$ cat src/rtl/rsi_pkg.sv
package rsi_pkg;
  typedef enum logic [1:0] {
    SEL_STEP_LO = 2'd0,
    SEL_STEP_HI = 2'd1,
    SEL_VOL     = 2'd2,
    SEL_CTRL    = 2'd3
  } cfg_sel_e;

  localparam int PAN_L_BIT = 7;
  localparam int PAN_R_BIT = 6;

  function automatic int max_int(input int a, input int b);
    return (a > b) ? a : b;
  endfunction
endpackage

$ cat src/rtl/rsi_cfg.sv
module rsi_cfg
  import rsi_pkg::*;
#(
  parameter int CFG_W = 8
) (
  input  logic               clk,
  input  logic               rst,
  input  logic               we,
  input  logic [1:0]         sel,
  input  logic [CFG_W-1:0]   data,
  output logic [2*CFG_W-1:0] step,
  output logic [CFG_W-1:0]   vol,
  output logic               pan_l,
  output logic               pan_r
);
  always_ff @(posedge clk) begin
    if (rst) begin
      step  <= '0;
      vol   <= '0;
      pan_l <= 1'b1;
      pan_r <= 1'b1;
    end else if (we) begin
      case (cfg_sel_e'(sel))
        SEL_STEP_LO: step[CFG_W-1:0]       <= data;
        SEL_STEP_HI: step[2*CFG_W-1:CFG_W] <= data;
        SEL_VOL:     vol                   <= data;
        SEL_CTRL: begin
          pan_l <= data[PAN_L_BIT];
          pan_r <= data[PAN_R_BIT];
        end
        default: ;
      endcase
    end
  end
endmodule

$ cat src/rtl/rsi_phase.sv
module rsi_phase #(
  parameter int FRAC_W = 16,
  parameter int STEP_W = 16,
  parameter int SUM_W  = 17,
  parameter int CNT_W  = 1
) (
  input  logic              clk,
  input  logic              rst,
  input  logic              tick,
  input  logic              start,
  input  logic [STEP_W-1:0] step,
  output logic [FRAC_W-1:0] phase_q,
  output logic              req_vld,
  output logic [CNT_W-1:0]  req_cnt
);
  logic [SUM_W-1:0] sum;

  assign sum = SUM_W'(phase_q) + SUM_W'(step);

  always_ff @(posedge clk) begin
    if (rst) begin
      phase_q <= '0;
      req_vld <= 1'b0;
      req_cnt <= '0;
    end else if (start) begin
      phase_q <= '0;
      req_vld <= 1'b0;
    end else if (tick) begin
      phase_q <= sum[FRAC_W-1:0];
      req_vld <= 1'b1;
      req_cnt <= sum[SUM_W-1:FRAC_W];
    end else begin
      req_vld <= 1'b0;
    end
  end

  p_clear_on_start_r4: assert property (@(posedge clk) disable iff (rst)
    start |=> (phase_q == '0) && !req_vld);

  p_req_follows_tick_r3: assert property (@(posedge clk) disable iff (rst)
    req_vld |-> $past(tick) && !$past(start));

  p_no_wrap_no_nibble_r3: assert property (@(posedge clk) disable iff (rst)
    (req_vld && req_cnt == '0) |-> phase_q >= $past(phase_q));
endmodule

$ cat src/rtl/rsi_lerp.sv
module rsi_lerp #(
  parameter int SMP_W  = 16,
  parameter int FRAC_W = 16
) (
  input  logic                    clk,
  input  logic                    rst,
  input  logic                    tick,
  input  logic                    start,
  input  logic [FRAC_W-1:0]       frac,
  input  logic signed [SMP_W-1:0] prev_smp,
  input  logic signed [SMP_W-1:0] cur_smp,
  output logic                    lerp_vld,
  output logic signed [SMP_W-1:0] lerp_q
);
  localparam int ACC_W = SMP_W + FRAC_W + 3;

  logic                    a_vld;
  logic [FRAC_W-1:0]       f_q;
  logic signed [SMP_W-1:0] p_q;
  logic signed [SMP_W-1:0] c_q;

  logic signed [ACC_W-1:0] p_ext, c_ext, wp_ext, wc_ext, acc;
  logic signed [SMP_W-1:0] lerp_d;

  always_comb begin
    p_ext  = ACC_W'(p_q);
    c_ext  = ACC_W'(c_q);
    wc_ext = $signed(ACC_W'(f_q));
    wp_ext = $signed((ACC_W'(1) <<< FRAC_W) - ACC_W'(f_q));
    acc    = p_ext * wp_ext + c_ext * wc_ext;
    lerp_d = SMP_W'(acc >>> FRAC_W);
  end

  always_ff @(posedge clk) begin
    if (rst) begin
      a_vld    <= 1'b0;
      f_q      <= '0;
      p_q      <= '0;
      c_q      <= '0;
      lerp_vld <= 1'b0;
      lerp_q   <= '0;
    end else begin
      a_vld    <= tick && !start;
      if (tick && !start) begin
        f_q <= frac;
        p_q <= prev_smp;
        c_q <= cur_smp;
      end
      lerp_vld <= a_vld;
      if (a_vld) lerp_q <= lerp_d;
    end
  end

  p_lerp_bounded_r5: assert property (@(posedge clk) disable iff (rst)
    lerp_vld |->
      ((lerp_q >= $past(p_q) && lerp_q <= $past(c_q)) ||
       (lerp_q >= $past(c_q) && lerp_q <= $past(p_q))));

  p_lerp_zero_frac_r5: assert property (@(posedge clk) disable iff (rst)
    (lerp_vld && $past(f_q) == '0) |-> lerp_q == $past(p_q));
endmodule

$ cat src/rtl/rsi_gain.sv
module rsi_gain #(
  parameter int SMP_W = 16,
  parameter int VOL_W = 8
) (
  input  logic                          clk,
  input  logic                          rst,
  input  logic                          in_vld,
  input  logic signed [SMP_W-1:0]       in_smp,
  input  logic [VOL_W-1:0]              vol,
  input  logic                          pan_l,
  input  logic                          pan_r,
  output logic signed [SMP_W+VOL_W-1:0] out_l,
  output logic signed [SMP_W+VOL_W-1:0] out_r
);
  localparam int OUT_W = SMP_W + VOL_W;
  localparam int PRD_W = OUT_W + 1;

  logic signed [PRD_W-1:0] prod;
  logic signed [OUT_W-1:0] scaled;

  always_comb begin
    prod   = PRD_W'(in_smp) * $signed(PRD_W'(vol));
    scaled = OUT_W'(prod);
  end

  always_ff @(posedge clk) begin
    if (rst) begin
      out_l <= '0;
      out_r <= '0;
    end else if (in_vld) begin
      out_l <= pan_l ? scaled : '0;
      out_r <= pan_r ? scaled : '0;
    end
  end

  p_silent_at_zero_vol_r6: assert property (@(posedge clk) disable iff (rst)
    (in_vld && vol == '0) |=> (out_l == '0) && (out_r == '0));

  p_hold_between_updates_r8: assert property (@(posedge clk) disable iff (rst)
    !$past(in_vld) |-> $stable(out_l) && $stable(out_r));

  p_sides_agree_r7: assert property (@(posedge clk) disable iff (rst)
    (in_vld && pan_l && pan_r) |=> out_l == out_r);
endmodule

$ cat src/rtl/frac_rate_stepper.sv
module frac_rate_stepper
  import rsi_pkg::*;
#(
  parameter int CFG_W  = 8,
  parameter int FRAC_W = 16,
  parameter int SMP_W  = 16,
  parameter int STEP_W = 2 * CFG_W,
  parameter int VOL_W  = CFG_W,
  parameter int SUM_W  = max_int(STEP_W, FRAC_W) + 1,
  parameter int CNT_W  = SUM_W - FRAC_W
) (
  input  logic                          clk,
  input  logic                          rst,
  input  logic                          tick,
  input  logic                          start,
  input  logic                          cfg_we,
  input  logic [1:0]                    cfg_sel,
  input  logic [CFG_W-1:0]              cfg_data,
  input  logic signed [SMP_W-1:0]       prev_smp,
  input  logic signed [SMP_W-1:0]       cur_smp,
  output logic                          req_vld,
  output logic [CNT_W-1:0]              req_cnt,
  output logic signed [SMP_W+VOL_W-1:0] out_l,
  output logic signed [SMP_W+VOL_W-1:0] out_r
);
  logic [STEP_W-1:0]       step;
  logic [VOL_W-1:0]        vol;
  logic                    pan_l, pan_r;
  logic [FRAC_W-1:0]       phase_q;
  logic                    lerp_vld;
  logic signed [SMP_W-1:0] lerp_q;

  rsi_cfg #(.CFG_W(CFG_W)) cfg_i (
    .clk(clk), .rst(rst), .we(cfg_we), .sel(cfg_sel), .data(cfg_data),
    .step(step), .vol(vol), .pan_l(pan_l), .pan_r(pan_r)
  );

  rsi_phase #(.FRAC_W(FRAC_W), .STEP_W(STEP_W), .SUM_W(SUM_W), .CNT_W(CNT_W)) phase_i (
    .clk(clk), .rst(rst), .tick(tick), .start(start), .step(step),
    .phase_q(phase_q), .req_vld(req_vld), .req_cnt(req_cnt)
  );

  rsi_lerp #(.SMP_W(SMP_W), .FRAC_W(FRAC_W)) lerp_i (
    .clk(clk), .rst(rst), .tick(tick), .start(start), .frac(phase_q),
    .prev_smp(prev_smp), .cur_smp(cur_smp),
    .lerp_vld(lerp_vld), .lerp_q(lerp_q)
  );

  rsi_gain #(.SMP_W(SMP_W), .VOL_W(VOL_W)) gain_i (
    .clk(clk), .rst(rst), .in_vld(lerp_vld), .in_smp(lerp_q), .vol(vol),
    .pan_l(pan_l), .pan_r(pan_r), .out_l(out_l), .out_r(out_r)
  );
endmodule

$ cat config.mk
export PLATFORM = sky130hd
export DESIGN_NAME = frac_rate_stepper
export DESIGN_NICKNAME = d
export VERILOG_FILES = /design/src/rtl/rsi_pkg.sv /design/src/rtl/rsi_cfg.sv /design/src/rtl/rsi_phase.sv /design/src/rtl/rsi_lerp.sv /design/src/rtl/rsi_gain.sv /design/src/rtl/frac_rate_stepper.sv
export SDC_FILE = /design/constraint.sdc
export NUM_CORES = 2
export LEC_CHECK = 0
export ABC_AREA = 1
export BUFFER_PORTS_ARGS = -buffer_cell sky130_fd_sc_hd__buf_2
export CAP_MARGIN = 10
export CORE_ASPECT_RATIO = 1.5
export CORE_MARGIN = 2
export CORE_UTILIZATION = 41
export DETAILED_ROUTE_END_ITERATION = 7
export GPL_ROUTABILITY_DRIVEN = 0
export HOLD_SLACK_MARGIN = 0.15
export PLACE_DENSITY = 0.6
export SKIP_CTS_REPAIR_TIMING = 1
export SYNTH_ARGS = -nofsm -noshare
export SYNTH_HDL_FRONTEND = slang
export SYNTH_SLANG_ARGS = --single-unit
$ cat constraint.sdc
create_clock -name clk -period 7.3 [get_ports clk]
set_input_delay 1.46 -clock clk [delete_from_list [all_inputs] [get_ports clk]]
set_output_delay 1.46 -clock clk [all_outputs]
set_load 0.05 [all_outputs]
# Word-level counts from Yosys, hierarchy flattened
# Index checks and enable logic that the tools add are counted.
# op_classes
addsub,3
multipliers,3
n_eq_ne,3
mux,3
bitwise_logic,1
reduce_logical,9
# op_table
cell,count
24-bit two-way mux,2
32-bit adder,1
16-bit by 17-bit multiplier with 32-bit output,1
16-bit by 18-bit multiplier with 32-bit output,1
16-bit by 9-bit multiplier with 24-bit output,1
17-bit by 16-bit subtractor with 18-bit output (first input constant),1
16-bit by 16-bit adder with 17-bit output,1
2-bit AND reduction,5
2-bit == test (second input constant),2
2-bit by 1-bit == test with 1-bit output (second input constant),1
2-bit zero test,1
2-bit OR reduction,1
1-bit logical AND,1
1-bit zero test,1
1-bit two-way mux,1
1-bit inverter,1
# totals
ff_bits,158
out_inout_bits,50
elab_cells,38

# Longest topological paths before layout
# depth
word_depth,3
ltp_mapped,41

# Cells and area by module
# From an unflattened synthesis, not the netlist that was laid out.
# unflattened
cells_unflattened,4079
area_unflattened_um2,30573.1
# by_module_without_submodules
module,instances,cells_each,area_per_inst_um2,seq_area_each_um2
rsi_lerp,1,2673,21031.4,1321.3
rsi_gain,1,964,6755.2,960.9
rsi_phase,1,275,1650.3,360.3
rsi_cfg,1,167,1136.1,520.5

# Worst setup path after synthesis
# Ideal clock, no wire load.
# synth_timing
path_kind,register -> register
from,register lerp_i.f_q[0]
to,register lerp_i.lerp_q[13]
setup_time_ns,0.117
arrival_ns,7.350
required_ns,7.183
path_slack_ns,-0.168
stages_incl_launch_ff,38
path_cell_list,dfxtp_1 -> clkbuf_1 -> inv_1 -> ha_1 -> nand3_4 -> nor2_4 -> nand4_2 -> nor2_2 -> nand3_2 -> nand2_1 -> nand2_1 -> clkbuf_1 -> nor2_1 -> fa_1 -> inv_1 -> fa_1 -> fa_1 -> fa_1 -> [2 not listed] -> inv_1 -> fa_1 -> inv_1 -> fa_1 -> inv_1 -> fa_1 -> inv_1 -> ha_1 -> a21oi_1 -> nor2_1 -> nor2_1 -> nor2_1 -> nor2_1 -> inv_1 -> a21oi_1 -> a21oi_1 -> nor2_1 -> nor2_1
# synth_between
elab_chain_cells,3
# synth_rtl
item,line_no,rtl
start: declaration,rsi_lerp.sv:18,logic [FRAC_W-1:0] f_q;
start signal: assignment,rsi_lerp.sv:45,f_q <= frac;
17-bit by 16-bit subtractor with 18-bit output,rsi_lerp.sv:29,wp_ext = $signed((ACC_W'(1) <<< FRAC_W) - ACC_W'(f_q));
16-bit by 18-bit multiplier with 32-bit output,rsi_lerp.sv:30,acc = p_ext * wp_ext + c_ext * wc_ext;
32-bit adder (*),rsi_lerp.sv:30,
end signal: assignment,rsi_lerp.sv:50,if (a_vld) lerp_q <= lerp_d;
end: declaration,rsi_lerp.sv:13,output logic signed [SMP_W-1:0] lerp_q
# Every way passes the cells marked *; elsewhere a longest branch is shown, timed or not.
# A chain may end at the register's enable or synchronous reset.

# Final worst setup path
# layout_timing
from,register lerp_i.f_q[1]
to,register lerp_i.lerp_q[13]
# The elaborated chain is that of the path after synthesis.

==> results <==
- The time the final worst path needs with I/O delays and setup is approximately 7500 ps.
- The final count of pins violating max slew came to 0.
- The number of clock buffers added by TritonCTS is 17.
- Setup violations remaining at the end of the flow were counted as 15.
- The biggest fanout along the worst timing path is 5.
- The pin slew with the least headroom to its limit is 805 ps.
- The worst setup path is launched from a register.
- Derived from the worst setup path, the maximum achievable clock frequency is approximately 130 MHz.
- The proportion of layout cells with a drive suffix above 1 is 0.150.
- The flow ran to the end, but the final reports show violations.
- The area growth from synthesis to final layout is 15.5%.
- At the worst endpoint, the required time is around 7700 ps.
- Of the total synthesized cell area, the portion taken by full adders, half adders and majority gates is 0.491.
- The number of routed nets with antenna violations is 0.
- The critical path's slowest cell is sky130_fd_sc_hd__fa_1.
- The clock arrives with 18.0 ps of skew.
- Of the total synthesized cell area, the portion taken by AND, OR, NAND and NOR gates is 0.178.
- Summing internal, switching and leakage power gives 13.5 mW.
- The dominant combinational cell family by area after synthesis is adder cells.
- The worst setup path category is register to register.
- For this run, the number of Yosys warnings is 0.
- The remaining routing DRC violations is 0.
- On the worst path, the slowest cell contributes a delay of 540 ps.
- The number of global-route vias before repair is 26,310.
- Setup slack on the worst reg-to-reg path comes out at -180 ps.
- The maximum number of pins on one net before global-route repair is 63.
- The synthesized netlist contains 44 unique library cells.
- In this run, synthesis produced a sequential element count of 158.
- The dominant cell type by count on the critical path is sky130_fd_sc_hd__fa_1.
- The kind of capture point of the worst setup path is a register.
- The count of max-cap constraint violations is 0.
- The net count after synthesis is 4,805.
- Summed over all cells, the static leakage comes to 19.3 nW.
- The top-level port count is 97.
- The number of port buffers is 96.
- Clock tree synthesis selected as its root buffer the cell sky130_fd_sc_hd__clkbuf_16.
- The mux contribution to synthesized area is 0.
- The setup slack after placement is -335 ps.
- After synthesis, the mean cell area works out to 7.66 sq um.
- Summing every instance area after synthesis gives about 30,000 sq um.
- The total number of clock tree sinks is 158.
- The detailed-route vias per instance is about 5.
- The die is approximately 220 um wide.
- After clock tree synthesis, the clock-pin slew on the worst setup and hold paths is approximately 90 ps.
- The net count of the finished layout is 5,003.
- The sequential share of the synthesized area is 0.105.
- The first global-routing pass estimated 146,000 um of wire.
- In the post-route analysis, the smallest setup slack over all paths is -184 ps.
- Of the total synthesized cell area, the portion taken by XOR and XNOR cells is 0.00985.
- The total count of hold-check failures in the final report is 0.
- The H-tree generated during clock tree synthesis spans 4 levels.
- The path with the worst hold slack has its endpoint at cfg_i.step[15].
- The initial standard-cell utilization of the core is 0.413.
- Clock latency on the worst-skew pair, taken at its later pin, is 490 ps.
- After filler insertion, the fill cell instance count of the layout stands at 7,090.
- After technology mapping, the gate count stands at 3,916.
- The number of antenna violations at the first check in global routing is 3.
- The hold path startpoint is cfg_i.step[15].
- Setup repair after global routing could not meet its margin everywhere.
- The die extent in y is 335 um.
- Along the worst hold path, the cell count comes to 2.
- The routed wire length per instance is 18.5 um.
- The TritonCTS clock tree is yes.
- The cell type contributing the most total cell area after synthesis is sky130_fd_sc_hd__fa_1.
- The worst hold slack is 459 ps.
- In the post-synthesis netlist, the biggest area contributors are sky130_fd_sc_hd__fa_1 37%, sky130_fd_sc_hd__inv_1 13%, sky130_fd_sc_hd__ha_1 12%, sky130_fd_sc_hd__dfxtp_1 11%, sky130_fd_sc_hd__nand2_1 9.4%.
- The depth of the worst register-to-register path is 35.
- The number of optimization iterations in the first detailed-route pass is 6.
- The checks that failed: setup timing.
- The final global-route overflow total is 0.
- In this run, the number of DRC markers left after iteration 0 of detailed routing was 1,276.
- Setup total negative slack on the finished layout was measured at -1770 ps.
- In the global route stage, overall resource usage came out at 0.257.
- The min-delay analysis places its worst path in the category register to register.
- Of the post-synthesis cell area, the dominant cell type holds 0.373.
- The floorplan step defined a core boundary enclosing 72,500 sq um.
- The worst register-to-register path ends at lerp_i.lerp_q[13].
- IR analysis of the VDD net gives a maximum drop of 0.000840 V.
- Measured against its own limit, the worst slew margin works out to 0.463.
- At the worst endpoint, the arrival time is 7880 ps.
- The routed design has 93,500 um of wire.
- The share of the synthesized area in compound gates (AO/OA/AOI/OAI) is 0.0602.
- The standard-cell row count is ~120.
- The power density over cell area is 391 nW/um^2.
- Across all layers, the routed design uses 25,021 vias.
- In this run the deepest clock path goes through 2 buffers.
- The reg-to-reg startpoint is lerp_i.f_q[1].
- The detailed-placement wirelength estimate is 78,500 um.
- The die covers 75,400 sq um.
- The ratio of final minimum period to clock period is 1.03.
[worst max-delay path: cells and delay by family (launching register included)]
kind                     cells  cell delay [ps]
AO/OA/AOI/OAI                3              380
AND/OR/NAND/NOR             14             1730
flip-flops                   1              370
buffers and inverters        9              630
adder cells (fa/ha/maj)      9             4290
[routing by layer]
layer	vias up	global-route usage	wire [um]
met5	-	0	40
met4	6	0.193	8610
met3	252	0.0260	3860
met2	676	0.474	49300
met1	12315	0.268	31700
li1	11772	-	-
[worst max path at each step]
stage,cells past startpoint,startpoint,endpoint
floorplan,37,lerp_i.f_q[0],lerp_i.lerp_q[13]
global placement,33,lerp_i.f_q[0],lerp_i.lerp_q[9]
detailed placement,33,lerp_i.f_q[0],lerp_i.lerp_q[9]
CTS,33,lerp_i.f_q[0],lerp_i.lerp_q[9]
global route,35,lerp_i.f_q[1],lerp_i.lerp_q[13]
finish,35,lerp_i.f_q[1],lerp_i.lerp_q[13]
[final cells by class]
class	instances	area, sq um	area share
well taps	922	1150	0.0333
inverters	1055	3980	0.115
diodes	1	2.50	0.0000723
multi-input cells	2535	23100	0.668
clock inverters	15	211	0.00611
repair buffers	347	2550	0.0736
flip-flops and latches	158	3170	0.0915
clock buffers	17	425	0.0123
[power by group]
part	switching [mW]	internal, mW
Combinational	6.55	4.96
Sequential	0.112	0.910
Clock	0.532	0.475
Total	7.19	6.34
[sequential cells by signal, summed over array words and instances (netlist names)]
signal and count:
phase_i.req_vld 1, gain_i.out_r 24, cfg_i.vol 8, gain_i.out_l 24
lerp_i.c_q 16, lerp_i.f_q 16, lerp_i.p_q 16, cfg_i.pan_l 1
cfg_i.pan_r 1, phase_i.phase_q 16, lerp_i.lerp_vld 1, lerp_i.lerp_q 16
phase_i.req_cnt 1, cfg_i.step 16, lerp_i.a_vld 1
[layout by cell type (no fill, tap or decap), drive strengths merged, types with 2 or more instances in the layout]
master and n:
o21bai 4, o21a 5, a22oi 2, buf 347
o211ai 5, fa 559, a21oi 168, dfxtp 158
nor2 415, nor3 12, a21o 11, clkbuf 17
and2 5, o21ai 131, nor4 3, nand4 21
a21boi 3, or2 10, nand2 757, clkinv 10
xor2 20, ha 283, xnor2 12, nand3 90
inv 1059, nand3b 7, a31oi 8, o31ai 2
[synth_stat cells]
cell type,instances
sky130_fd_sc_hd__and2_1,5
sky130_fd_sc_hd__xor2_1,18
sky130_fd_sc_hd__a31o_2,1
sky130_fd_sc_hd__xor2_2,2
sky130_fd_sc_hd__buf_4,2
sky130_fd_sc_hd__nand3_4,1
sky130_fd_sc_hd__a21boi_1,1
sky130_fd_sc_hd__ha_1,283
sky130_fd_sc_hd__inv_2,2
sky130_fd_sc_hd__nand4_2,2
sky130_fd_sc_hd__or2_2,10
sky130_fd_sc_hd__nor2_8,1
sky130_fd_sc_hd__nor2_4,2
sky130_fd_sc_hd__a21oi_1,168
sky130_fd_sc_hd__nor3_4,2
sky130_fd_sc_hd__xnor2_1,12
sky130_fd_sc_hd__a22oi_1,2
sky130_fd_sc_hd__o2111ai_1,1
sky130_fd_sc_hd__o21ai_0,131
sky130_fd_sc_hd__nand2_2,2
sky130_fd_sc_hd__clkbuf_1,138
sky130_fd_sc_hd__clkinv_1,4
sky130_fd_sc_hd__fa_1,559
sky130_fd_sc_hd__nand3b_1,7
sky130_fd_sc_hd__o21bai_1,4
sky130_fd_sc_hd__nor3_1,10
sky130_fd_sc_hd__nor2_1,390
sky130_fd_sc_hd__nand4_1,19
sky130_fd_sc_hd__o31ai_1,2
sky130_fd_sc_hd__dfxtp_1,158
sky130_fd_sc_hd__o21a_1,5
sky130_fd_sc_hd__nor2_2,22
sky130_fd_sc_hd__o211ai_1,5
sky130_fd_sc_hd__a21boi_0,2
sky130_fd_sc_hd__nand2_1,754
sky130_fd_sc_hd__buf_6,3
sky130_fd_sc_hd__buf_1,14
sky130_fd_sc_hd__inv_1,1049
sky130_fd_sc_hd__nand3_2,2
sky130_fd_sc_hd__a21o_1,11
sky130_fd_sc_hd__nor4_1,3
sky130_fd_sc_hd__a31oi_1,8
sky130_fd_sc_hd__buf_2,12
sky130_fd_sc_hd__nand3_1,87
[cells by family (layout without fill, tap and decap cells)]
logic type	count (synthesis)	after routing
other	0	1
flip-flops	158	158
AND/OR/NAND/NOR	1319	1320
buffers and inverters	1224	1434
XOR/XNOR	32	32
AO/OA/AOI/OAI	341	341
adder cells (fa/ha/maj)	842	842
[through the flow]
step            util  instance area [sq um]  cells
6_report       0.478                  34600   5050
4_1_cts        0.461                  33400   5029
2_1_floorplan      -                  30000   3916
5_1_grt        0.478                  34600   5049
3_3_place_gp   0.452                  32800   4997
3_5_place_dp   0.452                  32800   4997
Power figures use the tool's default switching activity.
